File: config.mk
export PLATFORM = sky130hd
export DESIGN_NAME = multi_rotate_unit
export DESIGN_NICKNAME = d
export VERILOG_FILES = /design/src/rtl/mrot_pkg.sv /design/src/rtl/mrot_ctrl.sv /design/src/rtl/mrot_dpath.sv /design/src/rtl/multi_rotate_unit.sv
export SDC_FILE = /design/constraint.sdc
export NUM_CORES = 1
export LEC_CHECK = 0
export ABC_CLOCK_PERIOD_IN_PS = 2800
export BUFFER_PORTS_ARGS = -buffer_cell sky130_fd_sc_hd__clkbuf_2
export CAP_MARGIN = 20
export CORE_MARGIN = 4
export CORE_UTILIZATION = 40
export CTS_CLUSTER_SIZE = 14
export DETAILED_ROUTE_END_ITERATION = 16
export PLACE_DENSITY = 0.67
export RECOVER_POWER = 25
export SLEW_MARGIN = 20
export SYNTH_ARGS = -nofsm -noshare
export SYNTH_HDL_FRONTEND = slang
export SYNTH_SLANG_ARGS = --single-unit
export TNS_END_PERCENT = 50
File: constraint.sdc
create_clock -name clk -period 2.8 [get_ports clk]
set_input_delay 0.14 -clock clk [delete_from_list [all_inputs] [get_ports clk]]
set_output_delay 0.14 -clock clk [all_outputs]
set_load 0.02 [all_outputs]
File: src/rtl/mrot_pkg.sv
`timescale 1ns/1ps
package mrot_pkg;
  // default geometry of the unit
  localparam int DATA_W   = 20;
  localparam int NARROW_W = 16;
  localparam int CNT_W    = 2;
  localparam int SEL_W    = 4;

  // instruction field positions that the sequencer relies on
  localparam int F_CNT_LO = 10;
  localparam int F_OP_LO  = 8;
  localparam int F_NARROW = 4;
  localparam int F_SEL_LO = 0;

  typedef enum logic [1:0] {
    OP_RRC = 2'b00,
    OP_RRA = 2'b01,
    OP_SLA = 2'b10,
    OP_RRU = 2'b11
  } shOp_t;

  // strobes from control to datapath
  typedef struct packed {
    logic load;
    logic step;
    logic last;
  } strobe_t;
endpackage

File: src/rtl/mrot_ctrl.sv
`timescale 1ns/1ps
module mrot_ctrl
  import mrot_pkg::*;
#(
  parameter int CNT_W = mrot_pkg::CNT_W
) (
  input  logic             clk,
  input  logic             rstN,
  input  logic             start,
  input  logic [CNT_W-1:0] repField,
  output strobe_t          stb,
  output logic             busy,
  output logic             done
);
  // steps still to take after the current one
  logic [CNT_W-1:0] cntLeft;
  logic             accept;

  assign accept   = start && !busy;
  assign stb.load = accept;
  assign stb.step = busy;
  assign stb.last = busy && (cntLeft == '0);

  always_ff @(posedge clk) begin
    if (!rstN) begin
      busy    <= 1'b0;
      done    <= 1'b0;
      cntLeft <= '0;
    end else begin
      done <= stb.last;
      if (accept) begin
        busy    <= 1'b1;
        cntLeft <= repField;
      end else if (busy) begin
        if (cntLeft == '0) busy <= 1'b0;
        else               cntLeft <= cntLeft - 1'b1;
      end
    end
  end

  // done never lasts more than one cycle
  a_r9_done_single: assert property (@(posedge clk) disable iff (!rstN)
    done |=> !done);

  // an accepted start loads the count field
  a_r1_count_load: assert property (@(posedge clk) disable iff (!rstN)
    (start && !busy) |=> (busy && cntLeft == $past(repField)));

  // the last step is followed by done with the unit idle
  a_r9_done_after_last: assert property (@(posedge clk) disable iff (!rstN)
    stb.last |=> (done && !busy));

  // a start while busy does not reload the count
  a_r10_no_restart: assert property (@(posedge clk) disable iff (!rstN)
    (busy && start && cntLeft != '0) |=> (busy && cntLeft < $past(cntLeft)));

  // a start coinciding with done is taken
  a_r11_chain_accept: assert property (@(posedge clk) disable iff (!rstN)
    (done && start) |=> busy);
endmodule

File: src/rtl/mrot_dpath.sv
`timescale 1ns/1ps
module mrot_dpath
  import mrot_pkg::*;
#(
  parameter int DATA_W   = mrot_pkg::DATA_W,
  parameter int NARROW_W = mrot_pkg::NARROW_W,
  parameter int SEL_W    = mrot_pkg::SEL_W
) (
  input  logic              clk,
  input  logic              rstN,
  input  strobe_t           stb,
  input  logic [DATA_W-1:0] opValue,
  input  logic              carryIn,
  input  shOp_t             opSel,
  input  logic              narrowSel,
  input  logic [SEL_W-1:0]  regSelIn,
  output logic [DATA_W-1:0] result,
  output logic [SEL_W-1:0]  regSel,
  output logic              carryOut,
  output logic              negFlag,
  output logic              zeroFlag
);
  localparam int IDX_W = $clog2(DATA_W);
  localparam logic [DATA_W-1:0] WIDE_MASK   = {DATA_W{1'b1}};
  localparam logic [DATA_W-1:0] NARROW_MASK = {{(DATA_W-NARROW_W){1'b0}}, {NARROW_W{1'b1}}};
  localparam logic [IDX_W-1:0]  WIDE_TOP    = IDX_W'(DATA_W-1);
  localparam logic [IDX_W-1:0]  NARROW_TOP  = IDX_W'(NARROW_W-1);

  logic [DATA_W-1:0] shReg, nextVal, loadVal, actMask, fillVec;
  logic [SEL_W-1:0]  selReg;
  logic              cReg, nReg, zReg, narrowReg, outBit, topBit, fillBit;
  shOp_t             opReg;
  logic [IDX_W-1:0]  topIdx;

  assign actMask = narrowReg ? NARROW_MASK : WIDE_MASK;
  assign topIdx  = narrowReg ? NARROW_TOP : WIDE_TOP;
  assign topBit  = shReg[topIdx];
  assign loadVal = opValue & (narrowSel ? NARROW_MASK : WIDE_MASK);

  always_comb begin
    case (opReg)
      OP_RRC:  fillBit = cReg;
      OP_RRA:  fillBit = topBit;
      default: fillBit = 1'b0;
    endcase
    fillVec = {{(DATA_W-1){1'b0}}, fillBit} << topIdx;
    if (opReg == OP_SLA) begin
      outBit  = topBit;
      nextVal = (shReg << 1) & actMask;
    end else begin
      outBit  = shReg[0];
      nextVal = ((shReg >> 1) | fillVec) & actMask;
    end
  end

  always_ff @(posedge clk) begin
    if (!rstN) begin
      shReg     <= '0;
      selReg    <= '0;
      cReg      <= 1'b0;
      nReg      <= 1'b0;
      zReg      <= 1'b0;
      narrowReg <= 1'b0;
      opReg     <= OP_RRC;
    end else if (stb.load) begin
      shReg     <= loadVal;
      selReg    <= regSelIn;
      cReg      <= carryIn;
      narrowReg <= narrowSel;
      opReg     <= opSel;
    end else if (stb.step) begin
      shReg <= nextVal;
      cReg  <= outBit;
      if (stb.last) begin
        nReg <= nextVal[topIdx];
        zReg <= (nextVal == '0);
      end
    end
  end

  assign result   = shReg;
  assign regSel   = selReg;
  assign carryOut = cReg;
  assign negFlag  = nReg;
  assign zeroFlag = zReg;

  // narrow operands keep the upper bits clear
  a_r6_narrow_upper: assert property (@(posedge clk) disable iff (!rstN)
    narrowReg |-> (shReg[DATA_W-1:NARROW_W] == '0));

  // right shifts hand bit 0 to the carry
  a_r7_carry_lsb: assert property (@(posedge clk) disable iff (!rstN)
    (stb.step && opReg != OP_SLA) |=> (cReg == $past(shReg[0])));

  // the left shift hands the top bit to the carry
  a_r4_carry_top: assert property (@(posedge clk) disable iff (!rstN)
    (stb.step && opReg == OP_SLA) |=> (cReg == $past(topBit)));

  // the logical right shift leaves the top bit clear
  a_r5_top_clear: assert property (@(posedge clk) disable iff (!rstN)
    (stb.step && opReg == OP_RRU) |=> (shReg[topIdx] == 1'b0));

  // flags describe the held result
  a_r8_flags: assert property (@(posedge clk) disable iff (!rstN)
    stb.last |=> (zReg == (shReg == '0) && nReg == shReg[topIdx]));
endmodule

File: src/rtl/multi_rotate_unit.sv
`timescale 1ns/1ps
module multi_rotate_unit
  import mrot_pkg::*;
#(
  parameter int DATA_W   = mrot_pkg::DATA_W,
  parameter int NARROW_W = mrot_pkg::NARROW_W,
  parameter int CNT_W    = mrot_pkg::CNT_W,
  parameter int SEL_W    = mrot_pkg::SEL_W
) (
  input  logic              clk,
  input  logic              rstN,
  input  logic              start,
  input  logic [15:0]       instrWord,
  input  logic [DATA_W-1:0] opValue,
  input  logic              carryIn,
  output logic              busy,
  output logic              done,
  output logic [DATA_W-1:0] result,
  output logic [SEL_W-1:0]  regSel,
  output logic              carryOut,
  output logic              negFlag,
  output logic              zeroFlag
);
  strobe_t stb;
  logic    unusedBits;

  assign unusedBits = ^{instrWord[15:12], instrWord[7:5]};

  mrot_ctrl #(.CNT_W(CNT_W)) u_ctrl (
    .clk      (clk),
    .rstN     (rstN),
    .start    (start),
    .repField (instrWord[F_CNT_LO +: CNT_W]),
    .stb      (stb),
    .busy     (busy),
    .done     (done)
  );

  mrot_dpath #(.DATA_W(DATA_W), .NARROW_W(NARROW_W), .SEL_W(SEL_W)) u_dpath (
    .clk       (clk),
    .rstN      (rstN),
    .stb       (stb),
    .opValue   (opValue),
    .carryIn   (carryIn),
    .opSel     (shOp_t'(instrWord[F_OP_LO +: 2])),
    .narrowSel (instrWord[F_NARROW]),
    .regSelIn  (instrWord[F_SEL_LO +: SEL_W]),
    .result    (result),
    .regSel    (regSel),
    .carryOut  (carryOut),
    .negFlag   (negFlag),
    .zeroFlag  (zeroFlag)
  );
endmodule

==> reports/results.ini <==
[finish]
final_cells=335
nets=323
postLayoutCoreUtil_pct=51.4
post_route_cells_drive_above_1_share_pct=21.2
antenna_cells=0
area_delta_synth_final_pct=23.8

[critical_path]
crit_buf_inv=1
cp_max_fo=23
slowest_stage=clkbuf_1
worstPathCellList=clkbuf_1 -> and3_1 -> nand2_1 -> nor2_1 -> nand4_1 -> o31ai_2
cp.required_ns=3.00
slowest_delay_ns=0.73
path_class=reg2reg
worst_setup_path_end_kind=flip-flop
crit_family=buffers and inverters
cp-start-kind=flip-flop
critPathArrivalTime_ns=2.27

[power]
power_density_nw_per_um2=640
power.switching_uw=409
pwr-share-clk_pct=38.9
p_leak_uw=0.000883
finalPower_uw=1430
intPower_uw=1020
combPwrFrac_pct=20.6
power_frac_seq_pct=40.4
ir_worst_vdd_mv=0.235
p_sw_share_pct=28.5

[die]
die_area_um2=5660
die_x_um=75.2
num_rows=24
ios=69
start_util_pct=41.5
coreArea_um2=4350
die_y_um=75.2

[drt]
routed_wire_length_per_instance_um=14.8
routed_wl_um=4960
antenna_left=0
vias_per_cell=5.62
drt-initial-drc-count=91
drc_errors=0
dr.pass1.iters=4
vias=1884

[sta]
clock-skew-final_ns=0.00740
max-slew-margin-rel_pct=34.7
setup_ws_ns=0.729
fmax_mhz=483
slew_viol_final=0
finalCriticalPeriod_ns=2.07
hold_viol_final=0
rsz0062_at_grt=false
worst_pin_slew_ns=0.978
fin_tns_setup_ns=0
setup_viol=0
post-route-period-util_pct=74.0

[clock_tree]
clk_pin_slew_ns=0.07
cts-root-buf=clkbuf_8
cts_sinks=34
clk_latency_ns=0.29
cts-buffers-inserted=5
cts_tree=built
hold_buffers=0
cts_setup_buffers=0
h-tree-depth=2
cts-resized-gates=0
cts_buffer_depth=2

[place]
hpwlAfterDp_um=3460
dp_slack_ns=0.891
gp_congestion=0.762
dp_cells=327
port_buffers=61

[grt]
grtUsageTotal_pct=18.0
grt_max_degree=36
grt_pass1_vias=1709
overflow=0
grt_pass1_wl_um=7960
antenna_found_initial=0

[yosys]
synth_area_um2=1810
syn_avg_cell_area_um2=7.93
syn_inst=228
yosys_warnings=0
yosysSeqAreaShare_pct=37.6
synth_nets=269
post_synth_num_cell_types=39
ys_ff_latch=34

[min_path]
min_path_type=in2reg

[outcome]
status=complete, no violations

[run]
max-cap-violations=0

per-layer routing:
| layer | GRT usage (%) | wire, um | part of all wire (%) | vias up |
|---|---|---|---|---|
| li1 | - | - | - | 929 |
| met1 | 24.5 | 2340 | 47 | 893 |
| met2 | 27.7 | 2260 | 46 | 55 |
| met3 | 5.07 | 309 | 6.2 | 7 |
| met4 | 5.63 | 50 | 1.0 | 0 |
| met5 | 0 | 0 | 0 | - |
synthesized netlist by cell type, drive strengths merged:
| master | n | area share, % |
|---|---|---|
| o31ai | 2 | 1.1 |
| a22oi | 1 | 0.42 |
| o21ai | 5 | 1.4 |
| o211ai | 1 | 0.42 |
| nand3 | 1 | 0.28 |
| mux2 | 1 | 0.62 |
| nor3b | 3 | 1.2 |
| a2bb2oi | 1 | 0.48 |
| nand3b | 1 | 0.42 |
| a31oi | 3 | 1.0 |
| nor2 | 14 | 2.9 |
| inv | 6 | 1.2 |
| mux2i | 7 | 3.9 |
| dfxtp | 34 | 38 |
| and3 | 1 | 0.35 |
| nor4 | 2 | 0.69 |
| a311oi | 14 | 6.8 |
| or3 | 1 | 0.35 |
| nand2b | 4 | 1.4 |
| nand4 | 1 | 0.35 |
| nor3 | 5 | 1.4 |
| and2 | 1 | 0.35 |
| buf | 8 | 3.0 |
| o22a | 3 | 1.5 |
| nand2 | 47 | 9.8 |
| ha | 1 | 0.69 |
| nor2b | 16 | 5.7 |
| or4 | 2 | 0.83 |
| clkbuf | 10 | 2.1 |
| o2bb2ai | 1 | 0.48 |
| a211oi | 17 | 7.1 |
| a21oi | 12 | 3.3 |
| a221oi | 2 | 0.97 |
kinds of logic after synthesis:
logic type | synth area share [%]
fa+ha+maj | 0.692
simple gates | 26.0
compound gates | 24.9
flops | 37.6
mux | 4.50
buf+inv | 6.30
worst reg2reg max path: cells and delay by family, from the launching register on:
family | cells | cell delay, ns
compound gates | 1 | 0.23
buf+inv | 1 | 0.73
simple gates | 4 | 0.64
flops | 1 | 0.38
sequential cells by signal (all words and copies together) (netlist names):
name	count
u_ctrl.busy	1
u_ctrl.cntLeft	2
u_ctrl.done	1
u_dpath.carryOut	1
u_dpath.narrowReg	1
u_dpath.negFlag	1
u_dpath.opReg	2
u_dpath.regSel	4
u_dpath.result	20
u_dpath.zeroFlag	1
power by group through the flow:
stage | registers (uW) | clock network [uW] | logic [uW]
global route | 586 | 589 | 330
global placement | 589 | 0 | 296
detailed placement | 589 | 0 | 302
floorplan | 615 | 0 | 172
CTS | 578 | 564 | 303
finish | 579 | 558 | 295
metrics by stage:
| stage | hold WS, ns | instance area (um^2) |
|---|---|---|
| floorplan | 0.276 | 1810 |
| global placement | 0.364 | 2120 |
| detailed placement | 0.371 | 2120 |
| CTS | 0.0683 | 2260 |
| global route | 0.0589 | 2240 |
| finish | 0.0719 | 2240 |
cells in the final DEF (no fill, tap or decap), types with 2 or more instances in the layout:
cell	instances
nand2b_1	4
nor3b_1	3
inv_1	6
mux2i_1	7
a221oi_1	2
a211oi_1	17
nor4_1	2
nor3_1	5
a31oi_1	3
a311oi_1	14
o22a_1	3
nor2_1	14
clkbuf_8	6
o21ai_0	4
dfxtp_1	34
clkbuf_1	15
or4_1	2
a21oi_1	12
buf_4	3
clkbuf_2	47
bufinv_16	2
nand2_1	47
nor2b_1	15
layout make-up:
| class | instances | area [um^2] |
|---|---|---|
| clock inverters | 2 | 60.1 |
| fillers | 426 | 2120 |
| well taps | 52 | 65.1 |
| repair buffers | 65 | 314 |
| clock buffers | 6 | 82.6 |
| inverters | 6 | 22.5 |
| multi-input cells | 170 | 1010 |
| flip-flops and latches | 34 | 681 |
path summary, 6_finish.rpt:
kind / start / to / slack, ns / cells past startpoint
worst min-delay path: instrWord[8] / u_dpath.opReg[0] / 0.07 / 3
worst max-delay path: u_ctrl.busy / u_dpath.zeroFlag / 0.73 / 6
worst max register to register: u_ctrl.busy / u_dpath.zeroFlag / 0.73 / 6
worst min register to register: u_dpath.regSel[0] / u_dpath.regSel[0] / 0.46 / 2
Note: power is estimated with default switching activity, not from simulation.
